`src/rtl/ixbit_pkg.sv`:
```
package ixbit_pkg;

    typedef enum logic [2:0] {
        ST_IDLE  = 3'd0,
        ST_READ  = 3'd1,
        ST_EXEC  = 3'd2,
        ST_WRITE = 3'd3,
        ST_FIN   = 3'd4
    } state_t;

    typedef enum logic [1:0] {
        CL_SHIFT = 2'd0,
        CL_TEST  = 2'd1,
        CL_CLR   = 2'd2,
        CL_SET   = 2'd3
    } cls_t;

    localparam int DATA_W     = 8;
    localparam int NO_REG_CODE = 6;

endpackage

```
`src/rtl/ixbit_addr.sv`:
```
module ixbit_addr #(
    parameter int ADDR_W = 16,
    parameter int DISP_W = 8
) (
    input  logic [ADDR_W-1:0] base,
    input  logic [DISP_W-1:0] offs,
    output logic [ADDR_W-1:0] ea
);
    localparam int EXT_W = ADDR_W - DISP_W;

    logic [ADDR_W-1:0] offs_ext;

    // sign-extend the offset, then add; the carry out is dropped (modulo wrap)
    assign offs_ext = {{EXT_W{offs[DISP_W-1]}}, offs};
    assign ea       = base + offs_ext;
endmodule

```
`src/rtl/ixbit_alu.sv`:
```
module ixbit_alu
    import ixbit_pkg::*;
(
    input  logic [7:0] opc,
    input  logic [7:0] din,
    input  logic [7:0] fin,
    input  logic [7:0] ea_hi,
    output logic [7:0] res,
    output logic [7:0] fout
);
    logic [2:0] sel;
    cls_t       cls;
    logic [7:0] mask;
    logic       co;
    logic       tbit;

    assign sel  = opc[5:3];
    assign cls  = cls_t'(opc[7:6]);
    assign mask = 8'd1 << sel;
    assign tbit = |(din & mask);

    always_comb begin
        res  = din;
        fout = fin;
        co   = 1'b0;
        unique case (cls)
            CL_SHIFT: begin
                unique case (sel)
                    3'd0: begin co = din[7]; res = {din[6:0], din[7]}; end
                    3'd1: begin co = din[0]; res = {din[0], din[7:1]}; end
                    3'd2: begin co = din[7]; res = {din[6:0], fin[0]}; end
                    3'd3: begin co = din[0]; res = {fin[0], din[7:1]}; end
                    3'd4: begin co = din[7]; res = {din[6:0], 1'b0}; end
                    3'd5: begin co = din[0]; res = {din[7], din[7:1]}; end
                    3'd6: begin co = din[7]; res = {din[6:0], 1'b1}; end
                    default: begin co = din[0]; res = {1'b0, din[7:1]}; end
                endcase
                fout = {res[7], (res == 8'h00), res[5], 1'b0,
                        res[3], ~^res, 1'b0, co};
            end
            CL_TEST: begin
                res  = din;
                fout = {(sel == 3'd7) & tbit, ~tbit, ea_hi[5], 1'b1,
                        ea_hi[3], ~tbit, 1'b0, fin[0]};
            end
            CL_CLR: res = din & ~mask;
            default: res = din | mask;
        endcase
    end
endmodule

```
`src/rtl/ixbit_unit.sv`:
```
module ixbit_unit
    import ixbit_pkg::*;
#(
    parameter int ADDR_W   = 16,
    parameter int DISP_W   = 8,
    parameter int CYC_W    = 5,
    parameter int TEST_CYC = 20,
    parameter int RMW_CYC  = 23
) (
    input  logic              clk,
    input  logic              rst_n,
    input  logic              start,
    input  logic [ADDR_W-1:0] idx_base,
    input  logic [DISP_W-1:0] disp,
    input  logic [7:0]        opcode,
    input  logic [7:0]        flags_in,
    output logic              busy,
    output logic              done,
    output logic [ADDR_W-1:0] mem_addr,
    output logic              mem_rd,
    output logic              mem_wr,
    output logic [7:0]        mem_wdata,
    input  logic [7:0]        mem_rdata,
    output logic              reg_we,
    output logic [2:0]        reg_sel,
    output logic [7:0]        reg_wdata,
    output logic [7:0]        flags_out,
    output logic [ADDR_W-1:0] mem_ptr,
    output logic [CYC_W-1:0]  cycles,
    output logic              fetch_adj
);
    localparam int HI_LSB = ADDR_W - 8;

    state_t            state_q, state_d;
    logic [7:0]        op_q;
    logic [7:0]        fl_in_q;
    logic [ADDR_W-1:0] ea_q;
    logic [7:0]        res_q;
    logic [7:0]        fl_q;
    logic [CYC_W-1:0]  cyc_q;

    logic [ADDR_W-1:0] ea_now;
    logic [7:0]        alu_res;
    logic [7:0]        alu_fl;
    logic              is_test;
    logic              accept;

    ixbit_addr #(.ADDR_W(ADDR_W), .DISP_W(DISP_W)) addr_i (
        .base (idx_base),
        .offs (disp),
        .ea   (ea_now)
    );

    ixbit_alu alu_i (
        .opc   (op_q),
        .din   (mem_rdata),
        .fin   (fl_in_q),
        .ea_hi (ea_q[ADDR_W-1:HI_LSB]),
        .res   (alu_res),
        .fout  (alu_fl)
    );

    assign is_test = (cls_t'(op_q[7:6]) == CL_TEST);
    assign accept  = (state_q == ST_IDLE) && start;

    // next-state logic
    always_comb begin
        state_d = state_q;
        unique case (state_q)
            ST_IDLE:  if (start) state_d = ST_READ;
            ST_READ:  state_d = ST_EXEC;
            ST_EXEC:  state_d = is_test ? ST_FIN : ST_WRITE;
            ST_WRITE: state_d = ST_FIN;
            ST_FIN:   state_d = ST_IDLE;
            default:  state_d = ST_IDLE;
        endcase
    end

    // state register
    always_ff @(posedge clk) begin
        if (!rst_n) state_q <= ST_IDLE;
        else        state_q <= state_d;
    end

    // datapath registers
    always_ff @(posedge clk) begin
        if (!rst_n) begin
            op_q    <= '0;
            fl_in_q <= '0;
            ea_q    <= '0;
            res_q   <= '0;
            fl_q    <= '0;
            cyc_q   <= '0;
        end else begin
            if (accept) begin
                op_q    <= opcode;
                fl_in_q <= flags_in;
                ea_q    <= ea_now;
                cyc_q   <= (cls_t'(opcode[7:6]) == CL_TEST) ?
                           CYC_W'(TEST_CYC) : CYC_W'(RMW_CYC);
            end
            if (state_q == ST_EXEC) begin
                res_q <= alu_res;
                fl_q  <= alu_fl;
            end
        end
    end

    // outputs decoded from the state
    always_comb begin
        busy      = (state_q != ST_IDLE);
        mem_rd    = 1'b0;
        mem_wr    = 1'b0;
        reg_we    = 1'b0;
        done      = 1'b0;
        fetch_adj = 1'b0;
        unique case (state_q)
            ST_IDLE, ST_EXEC: ;
            ST_READ:  mem_rd = 1'b1;
            ST_WRITE: begin
                mem_wr = 1'b1;
                reg_we = (op_q[2:0] != 3'(NO_REG_CODE));
            end
            ST_FIN: begin
                done      = 1'b1;
                fetch_adj = 1'b1;
            end
            default: ;
        endcase
    end

    assign mem_addr  = ea_q;
    assign mem_ptr   = ea_q;
    assign mem_wdata = res_q;
    assign reg_wdata = res_q;
    assign reg_sel   = op_q[2:0];
    assign flags_out = fl_q;
    assign cycles    = cyc_q;
endmodule

```
`config.mk`:
```
export PLATFORM = sky130hd
export DESIGN_NAME = ixbit_unit
export DESIGN_NICKNAME = d
export VERILOG_FILES = /design/src/rtl/ixbit_pkg.sv /design/src/rtl/ixbit_addr.sv /design/src/rtl/ixbit_alu.sv /design/src/rtl/ixbit_unit.sv
export SDC_FILE = /design/constraint.sdc
export NUM_CORES = 1
export LEC_CHECK = 0
export BUFFER_PORTS_ARGS = -buffer_cell sky130_fd_sc_hd__buf_4
export CORE_ASPECT_RATIO = 1.4
export CORE_UTILIZATION = 55
export DETAILED_ROUTE_END_ITERATION = 6
export GPL_TIMING_DRIVEN = 0
export PLACE_DENSITY = 0.84
export SLEW_MARGIN = 25
export SYNTH_ARGS = -nofsm -noshare
export SYNTH_HDL_FRONTEND = slang
export SYNTH_SLANG_ARGS = --single-unit
export TNS_END_PERCENT = 1
```
`constraint.sdc`:
```
create_clock -name clk -period 4.81 [get_ports clk]
set_clock_uncertainty 0.05 [all_clocks]
set_input_delay 0 -clock clk [delete_from_list [all_inputs] [get_ports clk]]
set_output_delay 0 -clock clk [all_outputs]
set_load 0.05 [all_outputs]
```
Word level (Yosys, flattened, before mapping)
Cells that the tools add are included.
{"block": "classes", "reduce_logical": 9, "n_div": 0, "bitwise_logic": 6, "eq_ne": 16, "add_sub_neg": 1, "mux": 13, "n_shift": 1, "n_lt_le_gt_ge": 0, "multipliers": 0}
{"cell": "$pmux W8 S7", "n": 1}
{"cell": "$pmux W8 S3", "n": 1}
{"cell": "$add A16 B16 Y16", "n": 1}
{"cell": "$and A8 B8 Y8", "n": 2}
{"cell": "$pmux W8 S2", "n": 1}
{"cell": "$eq A3 B3 Y1 const B", "n": 5}
{"cell": "$eq A3 B2 Y1 const B", "n": 4}
{"cell": "$pmux W3 S4", "n": 1}
{"cell": "$logic_not A8 Y1", "n": 1}
{"cell": "$mux W8", "n": 1}
{"cell": "$not A8 Y8", "n": 1}
{"cell": "$or A8 B8 Y8", "n": 1}
{"cell": "$reduce_or A8 Y1", "n": 1}
{"cell": "$reduce_xnor A8 Y1", "n": 1}
{"cell": "$shl A1 B3 Y8 const A", "n": 1}
{"cell": "$eq A3 B1 Y1 const B", "n": 2}
{"cell": "$logic_not A3 Y1", "n": 2}
{"cell": "$mux W3", "n": 2}
{"cell": "$mux W1", "n": 5}
{"cell": "$eq A2 B1 Y1 const B", "n": 2}
{"cell": "$reduce_or A4 Y1", "n": 1}
{"cell": "$ne A3 B3 Y1 const B", "n": 1}
{"cell": "$reduce_bool A3 Y1", "n": 1}
{"cell": "$eq A2 B2 Y1 const B", "n": 1}
{"cell": "6 further kinds", "n": 6}
{"block": "word_totals", "wordCells": 53, "latchBits": 0, "n_memories": 0, "mem_bits_rw": 0, "output_inout_bits": 70, "in_bits": 51, "regBits": 56, "rom_bits": 0}

Logic depth before layout (Yosys ltp)
{"block": "depth", "word_depth": 5, "ltp_mapped": 10, "depth_no_buf": 10}

Cells and area by module
From an unflattened synthesis, not the netlist that was laid out.
{"block": "hier_totals", "hier_cells": 471, "area_unflattened_um2": 3724.8}
{"mod": "ixbit_unit", "seq_area_each_um2": 1061.0, "area_per_inst_um2": 2250.9, "n_inst": 1, "cells_each": 270}
{"mod": "ixbit_alu", "seq_area_each_um2": 0.0, "area_per_inst_um2": 749.5, "n_inst": 1, "cells_each": 103}
{"mod": "ixbit_addr", "seq_area_each_um2": 0.0, "area_per_inst_um2": 724.4, "n_inst": 1, "cells_each": 98}

Worst setup path after synthesis
Ideal clock, no wire load.
{"block": "synth_timing", "kind": "register to output", "startpoint": "reg state_q[0]", "endpoint": "out fetch_adj", "arrival_ns": 2.036, "n_path_buf": 2, "stages_incl_launch_ff": 4, "slack_ns": 2.724, "required_time_ns": 4.760, "cell_sequence": "dfxtp_1 -> buf_2 -> nor3b_1 -> buf_4"}
{"block": "synth_via", "elab_chain_len": 2}
{"element": "from (decl)", "line_no": "ixbit_unit.sv:34", "text": "state_t state_q, state_d;"}
{"element": "from (signal assigned)", "line_no": "ixbit_unit.sv:82", "text": "else state_q <= state_d;"}
{"element": "$eq A3 B3 Y1"}
{"element": "$mux W1"}
{"element": "to (decl)", "line_no": "ixbit_unit.sv:30", "text": "output logic fetch_adj"}
Every way passes these cells.

Worst setup path after layout
{"block": "layout_timing", "startpoint": "reg op_q[3]", "endpoint": "reg fl_q[2], in the netlist flags_out[2]"}
{"block": "layout_via", "elab_chain_len": 5, "word_cells_on_any_way": 15, "classes_between": "eq/ne: 6; shift: 1; mux: 3; bitwise: 2; reduce/logical: 3"}
{"element": "from (decl)", "line_no": "ixbit_unit.sv:35", "text": "logic [7:0] op_q;"}
{"element": "from (signal assigned)", "line_no": "ixbit_unit.sv:96", "text": "op_q <= opcode;"}
{"element": "$eq A3 B3 Y1, or another cell as far along", "line_no": "ixbit_alu.sv:28", "text": "unique case (sel)"}
{"element": "$pmux W8 S7 / $and A8 B8 Y8 (equally long branches)", "line_no": "ixbit_alu.sv:28, ixbit_alu.sv:20"}
{"element": "$mux W8 / $reduce_or A8 Y1 (equally long branches)", "line_no": "ixbit_alu.sv:26, ixbit_alu.sv:20"}
{"element": "$reduce_xnor A8 Y1 / $not A1 Y1 (equally long branches)", "line_no": "ixbit_alu.sv:39, ixbit_alu.sv:44"}
{"element": "$pmux W8 S2 (*)", "line_no": "ixbit_alu.sv:26", "text": "unique case (cls)"}
{"element": "to (signal assigned)", "line_no": "ixbit_unit.sv:104", "text": "fl_q <= alu_fl;"}
{"element": "to (decl)", "line_no": "ixbit_unit.sv:39", "text": "logic [7:0] fl_q;"}
Mark *: on every way between the ends. The rest lies on a longest branch, timed or not. The select of a mux whose other input is x is not followed.
A chain may end at the register's enable or synchronous reset.

==> out/results.ini <==
[layout]
layout_commonest_cell=buf_4
nFillCells=465
final_nets=654
drive_above_1_share_pct=30.65
final_cell_count_no_fill=656
syn_to_final_growth_pct=35.79
antennaDiodeCount=0
final_cell_mix=150 x buf_4, 68 x nand2_1, 53 x dfxtp_1

[sta]
rsz0062_at_grt=false
finalHoldViolCount=0
slew_violations=0
finalCritPeriodShare_pct=48.30
fmax_ghz=0.4304
holdWs_ns=0.01132
tns_ns=0
setup_viol=0
layout_min_cycle_time_ns=2.323
slew_headroom_pct=58.75
worst_pin_slew_ns=0.6187

[critical_path]
worstReg2RegStart=op_q[3]
required_ns=4.97
crit_chain=buf_2 > clkbuf_1 > o211ai_1 > o21ai_0 > ha_1 > xnor2_1 > xnor2_1 > a22oi_1 > a21oi_1
critical_path.max_stage_delay_ns=0.41
start_kind=flip-flop
critPathMaxFanout=10
cp-end-kind=flip-flop
reg2reg_slack_ns=2.49
reg2reg_depth=9
crit_top_cell=xnor2_1
worst_ep_arrival_time_ns=2.48
crit_slowest_cell=clkbuf_1
path_class=flip-flop to flip-flop
r2r_end=flags_out[2]

[synth]
ys_ff_latch=53
async_flop_share_pct=0
yosysWarnings=0
syn_avg_cell_area_sq_um=8.091
syn-cell-area_sq_mm=0.003552
synth_enable_flop_cells=0
ys_seq_area_share_pct=29.87
synthCells=439
synth.distinct_cells=55
syn_nets=510
yosys_most_used_dff=dfxtp_1

[routing]
viasPerCell=5.925
wire_per_inst_microns=17.22
route.vias.total=3887
drt_iter0_drc=386
ant_nets=0
finalWirelength_mm=11.30
drc=0
first_pass_iters=5

[die]
fp-row-count=34
core_sq_mm=0.006211
die-area_sq_mm=0.006789
die_h_microns=97.09
start_util_pct=57.19
pin_count=121
die_width_microns=69.92

[job]
drv_cap=0

[clock_network]
htreeDepth=2
cts_resized=0
cts_tree=yes
hold_buffers=19
cts_setup_buffers=0
path_clk_slew_ns=0.11
cts_root_buf=clkbuf_8
cts_made_buffers=5
clock_insertion_delay_worst_skew_ns=0.31
clockBufferDepth=2
cts_sinks=53

[placed_design]
place_inst=629
portBuffers=118
globalplace.congestion=0.9120
hpwlAfterDp_mm=8.320

[global_routing]
antenna_found_initial=0
track_usage_pct=33.32
grt_pass1_wl_mm=18.31
grt_max_degree=17
groute.layer.met3.usage_pct=5.394
grt_pass1_vias=3881
met2_usage_pct=62.57
busiest_layer=met2
grt_use_met1_pct=34.57
grt_overflow=0

[min_path]
holdCritStartpoint=mem_rdata[5]
hold_end=mem_wdata[5]
whs_path_depth=3
hp-class=input pin to flip-flop

[pwr]
power.density_mw_per_mm2=307.6
total_power_mw=1.484
peakVddDrop_v=0.0002364
leakagePower_nw=2.209

[outcome]
status=completed

## cells in the mapped netlist, drive strengths merged, types with 2 or more instances
| cell type | number | area [sq um] |
|---|---|---|
| nand2 | 68 | 255.2 |
| dfxtp | 53 | 1061 |
| buf | 42 | 290.3 |
| o21ai | 37 | 192.7 |
| a21oi | 28 | 143.9 |
| a21boi | 21 | 157.7 |
| ha | 19 | 237.7 |
| clkbuf | 18 | 67.56 |
| nor2 | 15 | 56.30 |
| mux2i | 13 | 130.1 |
| nand3 | 12 | 60.06 |
| a31oi | 11 | 83.83 |
| xnor2 | 9 | 78.83 |
| inv | 8 | 30.03 |
| o211a | 7 | 70.07 |
| o211ai | 7 | 66.31 |
| nor3 | 6 | 35.03 |
| nor3b | 6 | 50.05 |
| xor2 | 6 | 52.55 |
| and2 | 5 | 31.28 |
| o21a | 5 | 37.54 |
| a211oi | 4 | 30.03 |
| and3 | 3 | 18.77 |
| nand2b | 3 | 18.77 |
| nand4 | 3 | 18.77 |
| nor2b | 3 | 26.27 |
| o2111ai | 3 | 26.28 |
| a21o | 2 | 15.01 |
| a221oi | 2 | 17.52 |
| nor4b | 2 | 17.52 |
| o311ai | 2 | 17.52 |
| o31ai | 2 | 15.01 |
## stage by stage
stage / area, sq um / setup WS, ns / utilization, %
after floorplan: 3552 / 2.724 / -
after global placement: 4528 / 2.561 / 72.90
after detailed placement: 4528 / 2.546 / 72.90
after CTS: 4823 / 2.528 / 77.66
after global routing: 4823 / 2.334 / 77.66
final: 4823 / 2.487 / 77.66
## logic make-up (layout without fill, tap and decap cells)
family	after synthesis	in the layout	synth area share, %
DFF	53	53	29.87
xor gates and xnor gates	15	15	3.699
AOI/OAI and AO/OA	136	136	25.82
muxes	15	15	4.614
other	1	1	0.1056
buffers and inverters	68	213	10.92
adders and majority gates	20	20	7.256
and+or+nand+nor	131	131	17.72
## sequential cells by signal, indices dropped and copies added (netlist names)
name / count
cycles: 2
fl_in_q: 8
flags_out: 8
mem_addr: 16
mem_wdata: 8
op_q: 8
state_q: 3
## critical path: cells and delay by family, from the launching register on
kind | cells | cell delay [ns]
adders and majority gates | 1 | 0.27
buffers and inverters | 2 | 0.66
xor gates and xnor gates | 2 | 0.33
DFF | 1 | 0.31
AOI/OAI and AO/OA | 4 | 0.61
## how the worst max path moves through the flow
stage	from	to	cells after the start
floorplan	state_q[0]	fetch_adj	3
global placement	op_q[3]	flags_out[2]	9
detailed placement	op_q[3]	flags_out[2]	9
CTS	op_q[3]	flags_out[2]	9
global route	op_q[3]	flags_out[2]	9
finish	op_q[3]	flags_out[2]	9
## metal layers
layer | part of all wire (%) | wire length [microns] | vias to the layer above
li1 | - | - | 1814
met1 | 37 | 4127 | 1805
met2 | 54 | 6047 | 218
met3 | 5.7 | 641 | 50
met4 | 4.3 | 483 | 0
met5 | 0 | 0 | -
## power by group
group / switching, mW / total (mW) / internal (mW) / leakage (nW)
Combinational: 0.431 / 0.681 / 0.250 / 1.72
Sequential: 0.0318 / 0.511 / 0.479 / 0.435
Clock: 0.158 / 0.292 / 0.133 / 0.0549
Total: 0.621 / 1.48 / 0.862 / 2.21
## layout make-up
type	instances	area, sq um	area share (%)
timing repair buffer	137	1076	22.31
clock inverter	1	8.758	0.1816
clock buffer	7	96.34	1.997
tap	72	90.09	1.868
sequential	53	1061	22.00
buffer	60	357.8	7.419
inverter	8	30.03	0.6226
multi-input combinational	318	2103	43.61
No activity file was read; power rests on OpenSTA's default activity.
